`config.mk`:
```
export PLATFORM = sky130hd
export DESIGN_NAME = irq_hub
export DESIGN_NICKNAME = d
export VERILOG_FILES = /design/src/rtl/irq_hub_pkg.sv /design/src/rtl/irq_hub_capture.sv /design/src/rtl/irq_hub_arbiter.sv /design/src/rtl/irq_hub_grant.sv /design/src/rtl/irq_hub.sv
export SDC_FILE = /design/constraint.sdc
export NUM_CORES = 1
export LEC_CHECK = 0
export ABC_AREA = 0
export BUFFER_PORTS_ARGS = -buffer_cell sky130_fd_sc_hd__buf_2
export CAP_MARGIN = 30
export CELL_PAD_IN_SITES_DETAIL_PLACEMENT = 0
export CELL_PAD_IN_SITES_GLOBAL_PLACEMENT = 1
export CORE_MARGIN = 10
export CORE_UTILIZATION = 50
export CTS_BUF_LIST = sky130_fd_sc_hd__clkbuf_8
export DETAILED_ROUTE_END_ITERATION = 6
export GPL_ROUTABILITY_DRIVEN = 0
export PLACE_DENSITY_LB_ADDON = 0.15
export SLEW_MARGIN = 20
export SYNTH_ARGS = -nofsm -noshare
export SYNTH_HDL_FRONTEND = slang
export SYNTH_SLANG_ARGS = --single-unit
```
`constraint.sdc`:
```
create_clock -name clk -period 60.2 [get_ports clk]
set_clock_uncertainty 0.2 [all_clocks]
set_input_delay 12.04 -clock clk [delete_from_list [all_inputs] [get_ports clk]]
set_output_delay 12.04 -clock clk [all_outputs]
set_load 0.03 [all_outputs]
```
`src/rtl/irq_hub_pkg.sv`:
```
package irq_hub_pkg;
  localparam int ADDR_W = 8;
  localparam int PRIO_W = 5;

  localparam logic [ADDR_W-1:0] OFS_LATCH   = 8'h00;
  localparam logic [ADDR_W-1:0] OFS_MASK    = 8'h04;
  localparam logic [ADDR_W-1:0] OFS_VEC_IRQ = 8'h10;
  localparam logic [ADDR_W-1:0] OFS_VEC_FIQ = 8'h14;
  localparam logic [ADDR_W-1:0] OFS_CTRL    = 8'h18;
  localparam logic [ADDR_W-1:0] OFS_CFG0    = 8'h1C;

  // bit order matters: priority [6:2], sense bit 1, steering bit 0
  typedef struct packed {
    logic [PRIO_W-1:0] prio;
    logic              level;
    logic              steer;
  } line_cfg_t;

  localparam int CFG_W = $bits(line_cfg_t);
endpackage

```
`src/rtl/irq_hub_capture.sv`:
```
module irq_hub_capture #(
  parameter int NLINES = 32
) (
  input  logic              clk,
  input  logic              rst_n,
  input  logic [NLINES-1:0] pins,
  input  logic [NLINES-1:0] level,
  input  logic [NLINES-1:0] keep,
  input  logic [NLINES-1:0] vec_clr,
  input  logic [NLINES-1:0] sw_one,
  output logic [NLINES-1:0] latch,
  output logic [NLINES-1:0] pins_q
);
  for (genvar n = 0; n < NLINES; n++) begin : g_line
    logic rise_set, lvl_set, fall_clr, sw_ok, hold, nxt;

    assign rise_set = pins[n] & ~pins_q[n] & ~level[n];
    assign lvl_set  = pins[n] & level[n];
    assign fall_clr = level[n] & pins_q[n] & ~pins[n];
    assign sw_ok    = sw_one[n] & (level[n] | ~pins_q[n]);
    // a level line whose input is high resists software clearing
    assign hold     = keep[n] | (level[n] & pins_q[n]);
    assign nxt      = (latch[n] & hold & ~vec_clr[n] & ~fall_clr)
                    | rise_set | lvl_set | sw_ok;

    always_ff @(posedge clk) begin
      if (!rst_n) begin
        latch[n]  <= 1'b0;
        pins_q[n] <= 1'b0;
      end else begin
        latch[n]  <= nxt;
        pins_q[n] <= pins[n];
      end
    end
  end
endmodule

```
`src/rtl/irq_hub_arbiter.sv`:
```
module irq_hub_arbiter #(
  parameter int NLINES = 32,
  parameter int PRIO_W = 5,
  localparam int IDX_W = (NLINES > 1) ? $clog2(NLINES) : 1
) (
  input  logic [NLINES-1:0]        pend,
  input  logic [NLINES*PRIO_W-1:0] prio_flat,
  output logic                     any,
  output logic [IDX_W-1:0]         winner
);
  always_comb begin
    logic [PRIO_W-1:0] best;
    best   = '1;
    winner = '0;
    // ascending scan with <= lets the higher line win ties
    for (int i = 0; i < NLINES; i++) begin
      if (pend[i] && (prio_flat[i*PRIO_W +: PRIO_W] <= best)) begin
        best   = prio_flat[i*PRIO_W +: PRIO_W];
        winner = IDX_W'(i);
      end
    end
    any = |pend;
  end
endmodule

```
`src/rtl/irq_hub_grant.sv`:
```
module irq_hub_grant #(
  parameter int IDX_W = 5
) (
  input  logic             clk,
  input  logic             rst_n,
  input  logic             renew,
  input  logic             any,
  input  logic [IDX_W-1:0] winner,
  output logic             req_o,
  output logic [IDX_W-1:0] code_o
);
  logic open_q;

  always_ff @(posedge clk) begin
    if (!rst_n) begin
      open_q <= 1'b1;
      req_o  <= 1'b0;
      code_o <= '0;
    end else if (renew) begin
      open_q <= 1'b1;
      req_o  <= 1'b0;
    end else if (open_q && any) begin
      open_q <= 1'b0;
      req_o  <= 1'b1;
      code_o <= winner;
    end
  end
endmodule

```
`src/rtl/irq_hub.sv`:
```
module irq_hub
  import irq_hub_pkg::*;
#(
  parameter int NLINES = 32
) (
  input  logic              clk,
  input  logic              rst_n,
  input  logic [NLINES-1:0] irq_lines,
  input  logic              req_valid,
  output logic              req_ready,
  input  logic              req_write,
  input  logic [ADDR_W-1:0] req_addr,
  input  logic [31:0]       req_wdata,
  output logic              rsp_valid,
  input  logic              rsp_ready,
  output logic [31:0]       rsp_rdata,
  output logic              irq_req,
  output logic              fiq_req
);
  localparam int IDX_W = (NLINES > 1) ? $clog2(NLINES) : 1;
  localparam logic [ADDR_W-1:0] OFS_SWSET = ADDR_W'(int'(OFS_CFG0) + 4 * NLINES);

  logic acc, wr_acc, rd_acc;
  assign req_ready = !rsp_valid || rsp_ready;
  assign acc       = req_valid && req_ready;
  assign wr_acc    = acc && req_write;
  assign rd_acc    = acc && !req_write;

  logic [NLINES-1:0] mask_q, latch_q, pins_q, level_v, steer_v;
  logic [NLINES-1:0] cfg_hit, keep, vec_clr, sw_bits, sw_one;
  logic [NLINES-1:0] code_hit [2];
  logic [NLINES*PRIO_W-1:0] prio_flat;
  line_cfg_t cfg_q [NLINES];
  logic [1:0] pend_any, grant_req;
  logic [IDX_W-1:0] grant_code [2];
  logic [IDX_W-1:0] win [2];

  // per-line configuration words
  for (genvar n = 0; n < NLINES; n++) begin : g_cfg
    assign cfg_hit[n] = (req_addr == ADDR_W'(int'(OFS_CFG0) + 4 * n));
    assign level_v[n] = cfg_q[n].level;
    assign steer_v[n] = cfg_q[n].steer;
    assign prio_flat[n*PRIO_W +: PRIO_W] = cfg_q[n].prio;
    assign code_hit[0][n] = (grant_code[0] == IDX_W'(n));
    assign code_hit[1][n] = (grant_code[1] == IDX_W'(n));

    always_ff @(posedge clk) begin
      if (!rst_n) cfg_q[n] <= '0;
      else if (wr_acc && cfg_hit[n]) cfg_q[n] <= line_cfg_t'(req_wdata[CFG_W-1:0]);
    end
  end

  always_ff @(posedge clk) begin
    if (!rst_n) mask_q <= '1;
    else if (wr_acc && req_addr == OFS_MASK) mask_q <= req_wdata[NLINES-1:0];
  end

  // software set: isolate the lowest set bit
  assign sw_bits = req_wdata[NLINES-1:0];
  assign sw_one  = (wr_acc && req_addr == OFS_SWSET) ? (sw_bits & (~sw_bits + 1'b1)) : '0;
  assign keep    = (wr_acc && req_addr == OFS_LATCH) ? req_wdata[NLINES-1:0] : '1;

  always_comb begin
    vec_clr = '0;
    if (rd_acc && req_addr == OFS_VEC_IRQ) vec_clr = code_hit[0] & ~level_v;
    if (rd_acc && req_addr == OFS_VEC_FIQ) vec_clr = code_hit[1] & ~level_v;
  end

  irq_hub_capture #(.NLINES(NLINES)) u_capture (
    .clk    (clk),
    .rst_n  (rst_n),
    .pins   (irq_lines),
    .level  (level_v),
    .keep   (keep),
    .vec_clr(vec_clr),
    .sw_one (sw_one),
    .latch  (latch_q),
    .pins_q (pins_q)
  );

  // one arbiter and one grant stage per request output
  for (genvar g = 0; g < 2; g++) begin : g_out
    logic [NLINES-1:0] pend;
    assign pend = latch_q & ~mask_q & ((g == 1) ? steer_v : ~steer_v);

    irq_hub_arbiter #(.NLINES(NLINES), .PRIO_W(PRIO_W)) u_arb (
      .pend     (pend),
      .prio_flat(prio_flat),
      .any      (pend_any[g]),
      .winner   (win[g])
    );

    irq_hub_grant #(.IDX_W(IDX_W)) u_grant (
      .clk   (clk),
      .rst_n (rst_n),
      .renew (wr_acc && req_addr == OFS_CTRL && req_wdata[g]),
      .any   (pend_any[g]),
      .winner(win[g]),
      .req_o (grant_req[g]),
      .code_o(grant_code[g])
    );
  end

  assign irq_req = grant_req[0];
  assign fiq_req = grant_req[1];

  logic [31:0] rd_mux;
  always_comb begin
    rd_mux = '0;
    if (req_addr == OFS_LATCH)   rd_mux = 32'(latch_q);
    if (req_addr == OFS_MASK)    rd_mux = 32'(mask_q);
    if (req_addr == OFS_VEC_IRQ) rd_mux = 32'(grant_code[0]);
    if (req_addr == OFS_VEC_FIQ) rd_mux = 32'(grant_code[1]);
    for (int n = 0; n < NLINES; n++)
      if (cfg_hit[n]) rd_mux = 32'(cfg_q[n]);
  end

  always_ff @(posedge clk) begin
    if (!rst_n) begin
      rsp_valid <= 1'b0;
      rsp_rdata <= '0;
    end else if (rd_acc) begin
      rsp_valid <= 1'b1;
      rsp_rdata <= rd_mux;
    end else if (rsp_ready) begin
      rsp_valid <= 1'b0;
    end
  end
endmodule

```
# Word-level counts from Yosys, hierarchy flattened
# Memories as Yosys holds them, arrays and structs flattened.
# Index checks and enable logic that the tools add are counted.
dict set report classes {
  add_sub_neg 1
  magnitude_cmp 63
  eq_ne 99
  muxes 295
  bitwise_logic 653
  n_reduce_logical 122
}
# cell count
set ops {}
lappend ops {{$mux 32} 40}
lappend ops {{$mux 5} 94}
lappend ops {{$le 5x5->1} 62}
lappend ops {{$and 1x1->1} 288}
lappend ops {{$mux 7} 32}
lappend ops {{$and 32x32->32} 6}
lappend ops {{$or 1x1->1} 192}
lappend ops {{$not 1->1} 163}
lappend ops {{$eq 5x5->1 const B} 32}
lappend ops {{$eq 8x7->1 const B} 16}
lappend ops {{$not 32->32} 4}
lappend ops {{$logic_and 1x1->1} 109}
lappend ops {{$mux 1} 101}
lappend ops {{$eq 5x4->1 const B} 16}
lappend ops {{$eq 8x6->1 const B} 8}
lappend ops {{$eq 8x8->1 const B} 8}
lappend ops {{$mux 4} 16}
lappend ops {{$reduce_or 32->1} 2}
lappend ops {{$eq 5x3->1 const B} 8}
lappend ops {{$add 32x1->32 const B} 1}
lappend ops {{$eq 8x5->1 const B} 4}
lappend ops {{$mux 3} 8}
lappend ops {{$eq 5x2->1 const B} 4}
lappend ops {{$eq 5x1->1 const B} 2}
lappend ops {{10 further kinds} 17}
dict set report word_totals {
  ff_bits 143
  mem_bits_rw 224
  input_bits 77
  memories 1
}
# name depth width read_ports rd_ports_with_merged_regs write_ports line
set mem_list {}
lappend mem_list {cfg_q 32 7 32 0 32 irq_hub.sv:33} ;# line_cfg_t cfg_q [NLINES];

# Logic depth before layout (Yosys ltp)
dict set report logic_depth {
  word_depth 98
  depth_mapped 288
}

# Modules after synthesis
# A second synthesis with hierarchy kept.
dict set report unflattened {
  cells_unflattened 4221
  area_unflattened_um2 34617.0
}
# mod instances cells_each area_each_um2 seq_area_each_um2
set by_module_without_submodules {}
lappend by_module_without_submodules {irq_hub 1 1623 15891.5 8027.7}
lappend by_module_without_submodules {{irq_hub_arbiter at g_out[0].u_arb} 1 1140 7942.6 0.0}
lappend by_module_without_submodules {{irq_hub_arbiter at g_out[1].u_arb} 1 1138 7686.1 0.0}
lappend by_module_without_submodules {irq_hub_capture 1 262 2533.7 1281.2}
lappend by_module_without_submodules {irq_hub_grant 2 29 281.5 140.1}

# Worst setup path before layout
# Ideal clock, no wire load.
dict set report synth_timing {
  path_type {register to register}
  from {memory cfg_q[0][0] in the netlist's numbering}
  to {register g_out[0].u_grant.code_o[3]}
  setup_time_ns 0.060
  t_arrival_ns 50.284
  path_slack_ns 9.656
  stages_incl_launch_ff 277
  path_buffers 14
  period_less_slack_ns 50.544
  path_cell_list {edfxtp_1 or3b_1 buf_2 nor2_1 ha_1 or4b_1 a41oi_2 o21ai_1 o31a_1 and2_1 clkbuf_1 a21oi_1 inv_1 ha_1 a21o_1 a21o_1 a221oi_1 a21oi_1 [... 241 more ...] o21a_1 o21a_1 o21ai_0 nand2b_1 a21o_1 buf_2 and2_2 a22oi_1 ha_1 o21a_1 o21ai_0 nand2b_1 a21oi_1 a31oi_1 o31ai_1 nor2b_1 nand3_1 o221a_1}
}
# item line
set synth_rtl {}
lappend synth_rtl {{from (decl)} irq_hub.sv:33}
lappend synth_rtl {{to (signal assigned)} irq_hub_grant.sv:25} ;# code_o <= winner;
lappend synth_rtl {{to (decl)} irq_hub_grant.sv:10} ;# output logic [IDX_W-1:0] code_o

# Worst setup path after layout
dict set report layout_timing {
  from {register mask_q[0]}
  to {register g_out[0].u_grant.code_o[3]}
}
dict set report layout_between {
  elab_chain_len 98
  word_cells_on_any_way 124
  classes_between {order compare: 31; mux: 55; bitwise: 3; reduce/logical: 35}
}
# item line
set layout_lines {}
lappend layout_lines {{from (decl)} irq_hub.sv:29} ;# logic [NLINES-1:0] mask_q, latch_q, pins_q, level_v, steer_v;
lappend layout_lines {{from (signal assigned)} irq_hub.sv:55} ;# else if (wr_acc && req_addr == OFS_MASK) mask_q <= req_wdata[NLINES-1:0];
lappend layout_lines {{$not 32->32 *} irq_hub.sv:84} ;# assign pend = latch_q & ~mask_q & ((g == 1) ? steer_v : ~steer_v);
lappend layout_lines {{$and 32x32->32 * (2 in a row)} irq_hub.sv:84}
lappend layout_lines {{$logic_and 1x1->1} irq_hub_arbiter.sv:17} ;# if (pend[i] && (prio_flat[i*PRIO_W +: PRIO_W] <= best)) begin
lappend layout_lines {{$mux 5} irq_hub_arbiter.sv:17}
lappend layout_lines {{$le 5x5->1} irq_hub_arbiter.sv:17}
lappend layout_lines {{$logic_and 1x1->1} irq_hub_arbiter.sv:17}
lappend layout_lines {{$mux 5} irq_hub_arbiter.sv:17}
lappend layout_lines {{$le 5x5->1} irq_hub_arbiter.sv:17}
lappend layout_lines {{[... 81 more ...]} -}
lappend layout_lines {{$logic_and 1x1->1} irq_hub_arbiter.sv:17}
lappend layout_lines {{$mux 5} irq_hub_arbiter.sv:17}
lappend layout_lines {{$le 5x5->1} irq_hub_arbiter.sv:17}
lappend layout_lines {{$logic_and 1x1->1} irq_hub_arbiter.sv:17}
lappend layout_lines {{$mux 5} irq_hub_arbiter.sv:17}
lappend layout_lines {{$le 5x5->1} irq_hub_arbiter.sv:17}
lappend layout_lines {{$logic_and 1x1->1} irq_hub_arbiter.sv:17}
lappend layout_lines {{$mux 5} irq_hub_arbiter.sv:17}
# Mark *: on every way between the ends. The rest lies on a longest branch, timed or not.
# A chain may end at the register's enable or synchronous reset.

==> impl_metrics.ini <==
[clocking]
htreeDepth = 3
cts-root-buf = clkbuf_8
path_clk_slew_ns = 0.07
worst_skew_pair.late_latency_ns = 0.67
clockBufferDepth = 3
cts_buffers = 66
clock_sinks = 367
cts_tree = yes
cts_hold_buf = 0

[yosys]
synth.area.mux_share_pct = 4.06
synth_top_area_share_pct = 21.0
synthSimpleGateAreaFrac_pct = 26.2
synth_fa_ha_area_share_pct = 10.1
yosysMostFrequentCell = nand2_1
synth_edf_count = 224
postSynthAreaPerCell_um2 = 8.23
synth_compound_area_share_pct = 24.9
ys_top_cells_by_count = 374 x nand2_1, 356 x nor2_1, 281 x and2_1, 248 x ha_1, 224 x edfxtp_1
synth_top_family_by_area = simple AND/OR/NAND/NOR gates
yosys.cell_types.count = 127
synth-seq-cells = 367
synth_xor_area_share_pct = 0.329
synthesis.area_um2 = 32000
synth_area_leaders = edfxtp_1 21%, ha_1 9.7%, dfxtp_1 9.0%
synth_cells = 3883
ys.flop_type = edfxtp_1
syn_nets = 4208
yosysSeqAreaShare_pct = 30.0
ys_async_sr_fraction_pct = 0
synth_top_cell_by_area = edfxtp_1
yosys_warnings = 0

[detailed_routing]
drtIter0Drc = 4563
vias_per_cell = 6.66
drc = 5
post_drt_wl_per_cell_um = 27.0
dr.pass1.iters = 7
final_antenna_net_count = 0
vias = 32588
wl_um = 132000

[setup_path]
timing.rr.end = g_out[0].u_grant.code_o[3]
critPathMaxStageDelay_ns = 0.52
timing.rr.start = mask_q[0]
critPathLaunchType = flip-flop
critPathCaptureType = flip-flop
worst-r2r-cell-count = 275
critPathKind = reg -> reg
reg2reg_slack_ns = 3.89
worstSetupEndpoint = g_out[0].u_grant.code_o[3]
cp_slowest_cell = or4_1
cp_data_required_time_ns = 60.56
cp_data_arrival_time_ns = 56.67
crit_path_start = mask_q[0]
path_max_fanout = 15

[die]
rows = 92
pin_count = 113
coreArea_um2 = 63200
start_util_pct = 50.6
dieWidth_um = 273
dieArea_um2 = 74500
die_y_um = 273

[flow_run]
max-cap-violations = 0

[min_path]
hp-class = reg -> reg

[power]
p_leak_nw = 15.8
switching_share_pct = 28.2
switching_power_w = 0.000160
seqPwrFrac_pct = 50.7
power.density_nw_per_um2 = 16.2
clock_power_share_pct = 41.3
share_comb_of_total_power_pct = 8.0
p_int_w = 0.000407
vdd_drop_max_mv = 0.0242

[finish]
drive_gt1_share_pct = 12.1
fin_cells = 4892
nNetsFinal = 4315
finalInstanceArea_um2 = 35000
syn_to_final_growth_pct = 9.51

[grt]
track_usage_pct = 34.0
grt_pass1_vias = 29325
antenna_found_initial = 7
grt_remaining_overflow = 0
grt_pass1_wl_um = 193000
grt_start_max_net_pins = 81

[sta]
layout_min_cycle_time_ns = 56.31
fin_crit_sh_pct = 93.5
worst-slew-pin-transition_ns = 1.11
slew_headroom_pct = 25.6
hold_violations = 0
max_freq_mhz = 17.8
maxSlewViolCount = 0
setup_viol = 0

[place]
dp.cells = 4730
placed_area_um2 = 33300
io_buffer_count = 112
dp_hpwl_um = 102000

[status]
violations = design-rule violations
status = complete, but fails checks
==> worst min-delay path by stage <==
stage | start | endpoint | slack, ns | depth (start not counted)
after floorplan | g_out[0].u_grant.open_q | g_out[0].u_grant.open_q | 0.23 | 1
after global placement | g_out[0].u_grant.open_q | g_out[0].u_grant.open_q | 0.23 | 1
after detailed placement | g_out[0].u_grant.open_q | g_out[0].u_grant.open_q | 0.25 | 1
after CTS | g_out[0].u_grant.open_q | g_out[0].u_grant.open_q | 0.26 | 1
after global routing | g_out[0].u_grant.req_o | g_out[0].u_grant.req_o | 0.30 | 2
final | g_out[0].u_grant.open_q | g_out[0].u_grant.open_q | 0.26 | 1
==> power groups by stage <==
stage	clock, W	combinational, W	sequential [W]
6_report	0.000234	0.0000452	0.000288
3_3_place_gp	0	0.0000419	0.000292
3_5_place_dp	0	0.0000425	0.000292
2_1_floorplan	0	0.0000261	0.000284
4_1_cts	0.000232	0.0000426	0.000287
5_1_grt	0.000245	0.0000480	0.000287
==> layout make-up <==
type / count / area (µm²)
inverters: 211 / 792
repair buffers: 187 / 1070
diodes: 4 / 10.0
clock buffers: 75 / 1030
fillers: 6042 / 28200
clock inverters: 45 / 230
multi-input cells: 3157 / 21200
well taps: 846 / 1060
flip-flops and latches: 367 / 9590
==> through the flow <==
step | power, W | util [%] | setup slack, ns | setup TNS, ns | hold WS (ns)
floorplan | 0.000310 | - | 9.66 | 0 | 0.227
global placement | 0.000334 | 52.6 | 1.48 | 0 | 0.235
global route | 0.000580 | 55.4 | -0.0529 | -0.0936 | 0.299
CTS | 0.000562 | 54.7 | 1.40 | 0 | 0.259
finish | 0.000567 | 55.4 | 3.89 | 0 | 0.257
detailed placement | 0.000334 | 52.7 | 1.58 | 0 | 0.245
==> sequential cells by signal, indices dropped and copies added, names as in the netlist <==
| signal | count |
|---|---|
| g_out.u_grant.code_o | 10 |
| u_capture.latch | 32 |
| g_out.u_grant.req_o | 2 |
| cfg_q | 224 |
| rsp_valid | 1 |
| u_capture.pins_q | 32 |
| g_out.u_grant.open_q | 2 |
| mask_q | 32 |
| rsp_rdata | 32 |
==> critical path: cells and delay by family (launching register included) <==
| family | cells | cell delay [ns] |
|---|---|---|
| and+or+nand+nor | 74 | 13.69 |
| AOI/OAI and AO/OA | 132 | 25.90 |
| adders and majority gates | 31 | 8.29 |
| DFF | 1 | 0.46 |
| buffers and inverters | 22 | 2.76 |
| muxes | 16 | 4.87 |
==> logic make-up after synthesis <==
logic type / Yosys count
XOR/XNOR: 12
adder cells (fa/ha/maj): 261
AO/OA/AOI/OAI: 1145
flip-flops: 367
AND/OR/NAND/NOR: 1616
multiplexers: 121
buffers and inverters: 361
==> routing by layer <==
metal	GRT usage, %	vias to the layer above	wire [µm]
met4	12.4	6	5880
met5	0	-	31
li1	-	14697	-
met1	46.7	15400	54500
met3	9.37	387	17100
met2	50.1	2098	54500
==> cell usage in the layout, fill, tap and decap left out, types with 57 or more instances in the layout <==
master	n
ha_1	248
edfxtp_1	224
nor3_1	77
mux2_2	59
o21ai_0	200
inv_1	232
o211ai_1	65
and3_1	76
buf_2	133
mux2i_1	57
nor2_1	348
nand3_1	99
a21oi_1	219
o22ai_1	64
and2_1	281
dfxtp_1	141
nand2_1	372
a22oi_1	86
a21o_1	85
clkbuf_8	75
==> repair_timing <==
| action | CTS | global route |
|---|---|---|
| gates resized for setup | 0 | 39 |
| setup buffers | 0 | 16 |
| endpoints found under the setup margin | 0 | 10 |
(Power assumes the default switching activity.)
